File: config.mk
export PLATFORM = sky130hd
export DESIGN_NAME = simt_mask_stack
export DESIGN_NICKNAME = d
export VERILOG_FILES = /design/src/rtl/simt_pkg.sv /design/src/rtl/simt_branch_split.sv /design/src/rtl/simt_stack_store.sv /design/src/rtl/simt_mask_stack.sv
export SDC_FILE = /design/constraint.sdc
export NUM_CORES = 1
export LEC_CHECK = 0
export BUFFER_PORTS_ARGS = -buffer_cell sky130_fd_sc_hd__buf_4
export CAP_MARGIN = 10
export CORE_AREA = 2 2 217 305
export DETAILED_ROUTE_END_ITERATION = 8
export DIE_AREA = 0 0 219 307
export PLACE_DENSITY = 0.8
export SLEW_MARGIN = 30
export SYNTH_ARGS = -nofsm -noshare
export SYNTH_HDL_FRONTEND = slang
export SYNTH_SLANG_ARGS = --single-unit
File: constraint.sdc
create_clock -name clk -period 6.1 [get_ports clk]
set_clock_uncertainty 0.2 [all_clocks]
set_input_delay 0.305 -clock clk [delete_from_list [all_inputs] [get_ports clk]]
set_output_delay 0.305 -clock clk [all_outputs]
set_load 0.05 [all_outputs]
File: src/rtl/simt_pkg.sv
package simt_pkg;
    parameter int WARP_LANES = 32;
    parameter int PC_BITS    = 32;

    typedef struct packed {
        logic [WARP_LANES-1:0] saved;    // mask before the branch
        logic [PC_BITS-1:0]    reconv;   // meeting point of both paths
        logic [PC_BITS-1:0]    alt_pc;   // path still to run
        logic                  pending;  // alt path has not run yet
    } stk_entry_t;
endpackage

File: src/rtl/simt_branch_split.sv
module simt_branch_split #(
    parameter int LANES = 32
) (
    input  logic [LANES-1:0] active_i,
    input  logic [LANES-1:0] pred_i,
    output logic [LANES-1:0] taken_o,
    output logic             diverge_o,
    output logic             none_taken_o
);
    logic [LANES-1:0] other;

    for (genvar i = 0; i < LANES; i++) begin : g_lane
        assign taken_o[i] = active_i[i] & pred_i[i];
        assign other[i]   = active_i[i] & ~pred_i[i];
    end

    assign diverge_o    = (|taken_o) & (|other);
    assign none_taken_o = ~(|taken_o);
endmodule

File: src/rtl/simt_stack_store.sv
module simt_stack_store
    import simt_pkg::*;
#(
    parameter int DEPTH = 8,
    localparam int CNT_W = $clog2(DEPTH + 1),
    localparam int IDX_W = (DEPTH > 1) ? $clog2(DEPTH) : 1
) (
    input  logic             clk,
    input  logic             rst_n,
    input  logic             push_i,
    input  stk_entry_t       entry_i,
    input  logic             pop_i,
    input  logic             clr_pend_i,
    output stk_entry_t       top_o,
    output logic [CNT_W-1:0] count_o,
    output logic             full_o,
    output logic             empty_o
);
    typedef struct packed {
        stk_entry_t [DEPTH-1:0] ent;
        logic [CNT_W-1:0]       cnt;
    } store_t;

    store_t st_d, st_q;
    logic [IDX_W-1:0] wr_idx, top_idx;

    assign wr_idx  = IDX_W'(st_q.cnt);
    assign top_idx = IDX_W'(st_q.cnt - 1'b1);
    assign full_o  = (st_q.cnt == CNT_W'(DEPTH));
    assign empty_o = (st_q.cnt == '0);
    assign count_o = st_q.cnt;
    assign top_o   = st_q.ent[top_idx];

    always_comb begin
        st_d = st_q;
        if (push_i && !full_o) begin
            st_d.ent[wr_idx] = entry_i;
            st_d.cnt         = st_q.cnt + 1'b1;
        end else if (pop_i && !empty_o) begin
            st_d.cnt = st_q.cnt - 1'b1;
        end else if (clr_pend_i && !empty_o) begin
            st_d.ent[top_idx].pending = 1'b0;
        end
    end

    always_ff @(posedge clk or negedge rst_n) begin
        if (!rst_n) st_q <= '0;
        else        st_q <= st_d;
    end

    // the controller never pushes into a full stack
    assert_push_not_full_R8: assert property (@(posedge clk) disable iff (!rst_n)
        push_i |-> !full_o);
    // a pop on a non-empty stack lowers the count by one
    assert_pop_count_R7: assert property (@(posedge clk) disable iff (!rst_n)
        (pop_i && !push_i && !empty_o) |=> (count_o == $past(count_o) - 1'b1));
    // clearing pending leaves the depth alone
    assert_clear_keeps_depth_R6: assert property (@(posedge clk) disable iff (!rst_n)
        (clr_pend_i && !push_i && !pop_i) |=> $stable(count_o));
endmodule

File: src/rtl/simt_mask_stack.sv
module simt_mask_stack
    import simt_pkg::*;
#(
    parameter int          DEPTH    = 8,
    parameter logic [31:0] RESET_PC = 32'h0,
    localparam int CNT_W = $clog2(DEPTH + 1)
) (
    input  logic                  clk,
    input  logic                  rst_n,
    input  logic                  br_valid,
    input  logic [WARP_LANES-1:0] br_pred,
    input  logic [PC_BITS-1:0]    br_target,
    input  logic [PC_BITS-1:0]    br_fallthru,
    input  logic [PC_BITS-1:0]    br_reconv,
    input  logic                  step_valid,
    input  logic [PC_BITS-1:0]    step_pc,
    output logic [WARP_LANES-1:0] active_mask,
    output logic [PC_BITS-1:0]    pc,
    output logic [CNT_W-1:0]      stack_depth,
    output logic                  overflow
);
    typedef struct packed {
        logic [WARP_LANES-1:0] mask;
        logic [PC_BITS-1:0]    pc;
        logic                  ovf;
    } core_t;

    core_t st_d, st_q;

    logic [WARP_LANES-1:0] taken;
    logic                  diverge, none_taken;
    logic                  push_w, pop_w, clr_w;
    stk_entry_t            push_ent, top_ent;
    logic                  full_w, empty_w;
    logic [CNT_W-1:0]      cnt_w;

    simt_branch_split #(.LANES(WARP_LANES)) u_split (
        .active_i     (st_q.mask),
        .pred_i       (br_pred),
        .taken_o      (taken),
        .diverge_o    (diverge),
        .none_taken_o (none_taken)
    );

    simt_stack_store #(.DEPTH(DEPTH)) u_store (
        .clk        (clk),
        .rst_n      (rst_n),
        .push_i     (push_w),
        .entry_i    (push_ent),
        .pop_i      (pop_w),
        .clr_pend_i (clr_w),
        .top_o      (top_ent),
        .count_o    (cnt_w),
        .full_o     (full_w),
        .empty_o    (empty_w)
    );

    always_comb begin
        st_d     = st_q;
        push_w   = 1'b0;
        pop_w    = 1'b0;
        clr_w    = 1'b0;
        push_ent = '{saved: st_q.mask, reconv: br_reconv,
                     alt_pc: br_fallthru, pending: 1'b1};
        if (br_valid) begin
            if (diverge) begin
                if (full_w) begin
                    st_d.ovf = 1'b1;
                end else begin
                    push_w    = 1'b1;
                    st_d.mask = taken;
                    st_d.pc   = br_target;
                end
            end else if (none_taken) begin
                st_d.pc = br_fallthru;
            end else begin
                st_d.pc = br_target;
            end
        end else if (step_valid) begin
            if (!empty_w && step_pc == top_ent.reconv) begin
                if (top_ent.pending) begin
                    clr_w     = 1'b1;
                    st_d.mask = top_ent.saved & ~st_q.mask;
                    st_d.pc   = top_ent.alt_pc;
                end else begin
                    pop_w     = 1'b1;
                    st_d.mask = top_ent.saved;
                    st_d.pc   = step_pc;
                end
            end else begin
                st_d.pc = step_pc;
            end
        end
    end

    always_ff @(posedge clk or negedge rst_n) begin
        if (!rst_n) st_q <= '{mask: '1, pc: RESET_PC, ovf: 1'b0};
        else        st_q <= st_d;
    end

    assign active_mask = st_q.mask;
    assign pc          = st_q.pc;
    assign overflow    = st_q.ovf;
    assign stack_depth = cnt_w;

    // some lane is always enabled
    assert_mask_live_R11: assert property (@(posedge clk) disable iff (!rst_n)
        active_mask != '0);
    // a split narrows the mask and deepens the stack
    assert_split_narrows_R4: assert property (@(posedge clk) disable iff (!rst_n)
        (br_valid && diverge && !full_w) |=>
        ((active_mask & ~$past(active_mask)) == '0) &&
        (stack_depth == $past(stack_depth) + 1'b1));
    // a uniform branch leaves the mask alone
    assert_uniform_keeps_mask_R2: assert property (@(posedge clk) disable iff (!rst_n)
        (br_valid && !diverge) |=> $stable(active_mask));
    // a pop restores the mask saved at the branch
    assert_pop_restores_R7: assert property (@(posedge clk) disable iff (!rst_n)
        pop_w |=> (active_mask == $past(top_ent.saved)));
    // overflow is sticky and freezes the mask
    assert_no_overflow_sticky_R8: assert property (@(posedge clk) disable iff (!rst_n)
        overflow |=> overflow);
    assert_overflow_hold_R8: assert property (@(posedge clk) disable iff (!rst_n)
        (br_valid && diverge && full_w) |=> ($stable(active_mask) && overflow));
endmodule

---- Word level (Yosys, flattened, before mapping) ----
Index checks and enable logic that the tools add are counted.
word-level totals
  input port bits ......................... 164
  bits in read-only memories .............. 0
  bits in registers ....................... 845
  bits in latches ......................... 0
  memory bits (writable) .................. 0
  memories kept ........................... 0
  output and inout bits ................... 69
operators by class
  add/subtract/negate cells ............... 2
  equal/unequal tests ..................... 6
  mux-type cells .......................... 32
  div/mod/pow operators ................... 0
  $mul .................................... 0
  magnitude comparators ................... 4
  shift-type cells ........................ 0
  reduce and logical (&&, ||, !) cells .... 19
  bitwise gates (word level) .............. 99
operators with widths
  cell                                                                                 count
  776-bit bitwise mux                                                                  2
  776-bit 2-to-1 mux                                                                   2
  780-bit 2-to-1 mux                                                                   1
  97-bit demux with 3-bit select                                                       2
  97-bit binary-select mux with 3-bit select                                           1
  64-bit 2-to-1 mux                                                                    4
  97-bit 2-to-1 mux                                                                    2
  32-bit 2-to-1 mux                                                                    5
  1-bit bitwise AND                                                                    65
  32-bit OR reduction                                                                  2
  32-bit bitwise AND                                                                   1
  32-bit equality test                                                                 1
  1-bit inverter                                                                       32
  32-bit inverter                                                                      1
  1-bit 2-to-1 mux                                                                     12
  3-bit by 4-bit less-than comparator with 1-bit output, second input constant         2
  2-bit nonzero test                                                                   4
  3-bit by 1-bit greater-or-equal comparator with 1-bit output, second input constant  2
  1-bit logical AND                                                                    6
  4-bit by 1-bit adder with 4-bit output, second input constant                        1
  4-bit equality test, second input constant                                           1
  4-bit logical NOT                                                                    1
  4-bit 2-to-1 mux                                                                     1
  2-bit by 1-bit inequality test with 1-bit output, second input constant              2
  other kinds (7)                                                                      9

---- Logic depth before layout (Yosys ltp) ----
  depth after elaboration ................. 12
  gate-level depth with buffers ........... 20

---- Modules after synthesis ----
Synthesis repeated with hierarchy kept, for this count alone.
second synthesis, totals
  cell total of the unflattened synthesis .. 2692
  area total of the unflattened synthesis .. 40287.4 um^2
modules (own cells, without submodules)
  module             instances  sequential area each (um^2)  cells each  area each (um^2)
  simt_stack_store   1          19518.7                      2077        35153.7
  simt_mask_stack    1          1666.6                       517         4545.6
  simt_branch_split  1          0.0                          98          588.1

---- Worst setup path before layout ----
No wires, ideal clock.
  path kind ............................... flip-flop to flip-flop
  start ................................... reg u_store.st_q, in the netlist u_store.count_o[0]
  end ..................................... reg st_q, in the netlist pc[19]
  required time ........................... 5777 ps
  arrival ................................. 4237 ps
  slack ................................... 1540 ps
  stages on the path, launching flop included .. 19
  path through ............................ dfrtp_1 buf_6 buf_6 inv_1 buf_2 buf_1 ha_1 buf_2 buf_1 mux4_2 xnor2_1 nor2_1 a2111oi_1 nand4_2 or2_1 buf_2 buf_6 a221o_1 o221a_2
between the ends
  longest elaborated chain between the ends .. 8
RTL lines
  element                                      RTL line                source
  start, declared                              simt_stack_store.sv:24  store_t st_d, st_q;
  start signal, assigned                       simt_stack_store.sv:48  else st_q <= st_d;
  4-bit by 1-bit subtractor with 4-bit output  n/a
  97-bit binary-select mux with 3-bit select   simt_stack_store.sv:32  assign top_o = st_q.ent[top_idx];
  97-bit 2-to-1 mux (implied by the code)      simt_stack_store.sv:32
  32-bit equality test                         simt_mask_stack.sv:80   if (!empty_w && step_pc == top_ent.reconv) begin
  1-bit logical AND                            simt_mask_stack.sv:80
  32-bit 2-to-1 mux                            simt_mask_stack.sv:80
  64-bit 2-to-1 mux                            simt_mask_stack.sv:79   end else if (step_valid) begin
  64-bit 2-to-1 mux                            simt_mask_stack.sv:65   if (br_valid) begin
  end signal, assigned                         simt_mask_stack.sv:97   if (!rst_n) st_q <= '{mask: '1, pc: RESET_PC, ovf: 1'b0};
  end signal, assigned                         simt_mask_stack.sv:98   else st_q <= st_d;
  end, declared                                simt_mask_stack.sv:28   core_t st_d, st_q;
Several ways; a longest one is shown, not always the timed one. The select of a mux whose other input is x is not followed.
A chain may end at the register's enable or synchronous reset.

---- Worst setup path after layout ----
  start ................................... reg u_store.st_q, in the netlist u_store.count_o[1]
  end ..................................... reg st_q, in the netlist pc[16]
The elaborated chain is that of the path after synthesis.

==> flow_summary.json <==
{
  "status": "complete, no violations",
  "seq_area_frac_synth": 0.542,
  "initial_core_util": 0.604,
  "grt_usage": 0.358,
  "die_w_um": 219,
  "clock-sinks": 845,
  "antenna_left": 0,
  "path_clk_slew_ns": 0.06,
  "hpwl_um": 73300,
  "multiInputGateArea_um2": 16800,
  "synthesis.area_um2": 39100,
  "end_kind": "flip-flop",
  "cp.buffers_inverters": 4,
  "min_period_ns": 5.85,
  "crit_cells": 14,
  "crit_top_cell": "buf_4",
  "comb_power_share": 0.059,
  "cp-endpoint": "pc[16]",
  "synth_edf_count": 0,
  "slowest_delay_ns": 0.68,
  "reg2regPathDepth": 14,
  "synthArstFlopShare": 1.00,
  "maxCapViolations": 0,
  "wire_per_inst_um": 28.4,
  "drt_iter0_drc": 3008,
  "cts-resized-gates": 0,
  "worst_ep_required_time_ns": 6.41,
  "cts_tree": "done",
  "power_density_nw_per_um2": 248,
  "synth_cell_types": 64,
  "finalHoldViolCount": 0,
  "crit_family": "buffers and inverters",
  "rsz0062_at_grt": "no",
  "synthCells": 2996,
  "cp_cell_sequence": "inv_1, ha_4, buf_4, mux2i_1, mux4_2, xor2_1, nand4_1, a2111oi_2, nand4_2, or2_2, buf_4, a22oi_1, a21boi_1, dlygate4sd3_1",
  "die_area_um2": 67200,
  "htreeDepth": 3,
  "port_buffers": 232,
  "root_buffer": "clkbuf_16",
  "crit_arrival_ns": 6.16,
  "tightest_slew_ns": 1.02,
  "r2r-start": "u_store.count_o[1]",
  "hold_class": "in2reg",
  "ioPinCount": 233,
  "period_share": 0.959,
  "pwr-share-seq": 0.495,
  "grt_pass1_vias": 30473,
  "drv_slew": 0,
  "ys_seq_elements": 845,
  "ys_warn_count": 0,
  "syn_avg_cell_area_um2": 13.0,
  "p_sw_w": 0.00263,
  "synth_most_common_cell": "dfrtp_1",
  "drc": 0,
  "path_max_fanout": 31,
  "worstReg2RegEnd": "pc[16]",
  "netlist_top_cells_count": "dfrtp_1 (813), mux2_2 (702), nand2_1 (208), a22oi_1 (190), clkbuf_1 (120)",
  "holdWs_ns": 0.0237,
  "timing.fmax_mhz": 171,
  "antenna_found_initial": 7,
  "grt_max_degree": 199,
  "n_fill_cell": 4225,
  "rows": 111,
  "intPower_w": 0.00878,
  "clk_latency_ns": 0.64,
  "fin_nets": 3449,
  "startpoint": "u_store.count_o[1]",
  "yosysTopAreaCellShare": 0.521,
  "synthFlopType": "dfrtp_1",
  "gp_congestion": 0.923,
  "power_w": 0.0114,
  "fin_setup_tns_ns": 0,
  "finalSetupViolCount": 0,
  "die_h_um": 307,
  "seq_area_um2": 21200,
  "area_growth_pct": 17.5,
  "max-clock-path-buffers": 3,
  "viasPerCell": 6.78,
  "power_leakage_nw": 22.1,
  "grt_pass1_wl_um": 181000,
  "reg2reg_setup_slack_ns": 0.25,
  "cts_buffers": 80,
  "dr.pass1.iters": 6,
  "relSlewSlack": 0.318,
  "clkPwrFrac": 0.446,
  "drt-total-wl_um": 119000,
  "synth.area.top_cells": "dfrtp_1 (52%), mux2_2 (20%), mux4_2 (4.0%)",
  "worstSetupStartpointType": "flip-flop",
  "grt_overflow": 0,
  "dr_total_vias": 28479,
  "coreArea_um2": 64700,
  "peakVddDrop_mv": 0.330,
  "swShare": 0.230,
  "drive_above_1_share": 0.383,
  "synth_nets": 3162,
  "crit_slowest_cell": "ha_4",
  "critPathKind": "reg2reg",
  "yosysTopAreaCell": "dfrtp_1"
}
==> stage by stage <==
step	instances	setup slack (ns)	instance area, um^2	util
3_5_place_dp	3892	0.808	41600	0.643
6_report	4200	0.249	45900	0.710
4_1_cts	4190	0.391	45800	0.708
2_1_floorplan	2996	1.54	39100	-
3_3_place_gp	3890	0.949	41600	0.643
5_1_grt	4198	0.129	45900	0.710
==> how the worst min path moves through the flow <==
stage / start / endpoint / slack (ns) / cells after the start
3_3_place_gp: u_store.st_q[482] / u_store.st_q[482] / 0.26 / 2
6_report: br_target[17] / pc[17] / 0.02 / 5
4_1_cts: br_target[25] / pc[25] / 0.005 / 4
3_5_place_dp: u_store.st_q[484] / u_store.st_q[484] / 0.27 / 2
5_1_grt: step_pc[9] / pc[9] / 0.05 / 3
2_1_floorplan: rst_n / overflow / -0.19 / 0
==> logic make-up (layout without fill, tap and decap cells) <==
group,after synthesis,after routing,synth area share
AO/OA/AOI/OAI,541,541,0.101
flip-flops,845,845,0.542
other,0,5,0
buffers and inverters,289,641,0.0337
AND/OR/NAND/NOR,405,405,0.0455
adder cells (fa/ha/maj),2,2,0.000640
multiplexers,851,851,0.263
XOR/XNOR,63,63,0.0145
==> placed cells by master (no fill, tap or decap), types with 7 or more instances in the layout <==
cell type	synthesis	final
dfstp_2	32	32
nand3_1	72	68
a22oi_1	190	190
mux4_2	69	69
dfrtp_1	813	812
buf_12	0	17
mux2_2	702	702
nor3_1	16	14
a211o_1	10	10
mux2i_1	61	61
o22ai_1	17	17
a22o_1	9	9
xor2_1	22	22
a2111oi_2	8	8
clkbuf_1	120	24
o211ai_1	28	28
and3_1	10	10
a21boi_1	18	18
nand2_1	208	207
xnor2_1	39	39
o21ai_0	82	82
nor2_1	57	47
a21oi_1	56	56
nor4_1	7	7
clkbuf_16	0	81
nor2_4	0	9
clkbuf_8	0	15
clkinv_2	0	14
a31oi_1	16	16
inv_1	37	37
buf_4	18	279
mux2_1	19	19
dlygate4sd3_1	0	152
o221a_2	16	16
a221o_1	7	7
a221oi_1	55	55
nand4_1	12	12
==> power groups by stage <==
stage	registers, W	logic (W)	clock network, W
CTS	0.00565	0.000652	0.00513
detailed placement	0.00575	0.000558	0
finish	0.00565	0.000669	0.00509
global route	0.00565	0.000710	0.00536
floorplan	0.00583	0.000108	0
global placement	0.00575	0.000543	0
==> worst reg2reg max path, delay by kind of cell, from the launching register on <==
kind | cells | cell delay [ns]
flip-flops | 1 | 0.57
AO/OA/AOI/OAI | 3 | 0.62
AND/OR/NAND/NOR | 3 | 1.14
adder cells (fa/ha/maj) | 1 | 0.68
buffers and inverters | 4 | 1.54
XOR/XNOR | 1 | 0.28
multiplexers | 2 | 0.68
==> area by class of cell <==
type	count	area share
Clock buffer	120	0.0506
Sequential cell	845	0.461
Tap cell	847	0.0231
Timing Repair Buffer	455	0.0894
Inverter	39	0.00319
Clock inverter	27	0.00733
Antenna cell	5	0.000272
Multi-Input combinational cell	1862	0.365
==> state kept, by name, summed over array words and instances (netlist names) <==
name	cells
overflow	1
active_mask	32
u_store.count_o	4
pc	32
u_store.st_q	776
==> routing by layer <==
layer / vias up / share of wire / wire (um) / GRT usage
li1: 11680 / - / - / -
met1: 14674 / 0.35 / 42400 / 0.428
met2: 1603 / 0.48 / 57400 / 0.578
met3: 518 / 0.089 / 10600 / 0.0799
met4: 4 / 0.075 / 8990 / 0.245
met5: - / 0.00020 / 24 / 0
==> repair_timing <==
item | CTS | global route
endpoints found under the hold margin | 702 | 11
buffers inserted | 0 | 0
hold buffers | 151 | 1
Power figures use the tool's default switching activity.
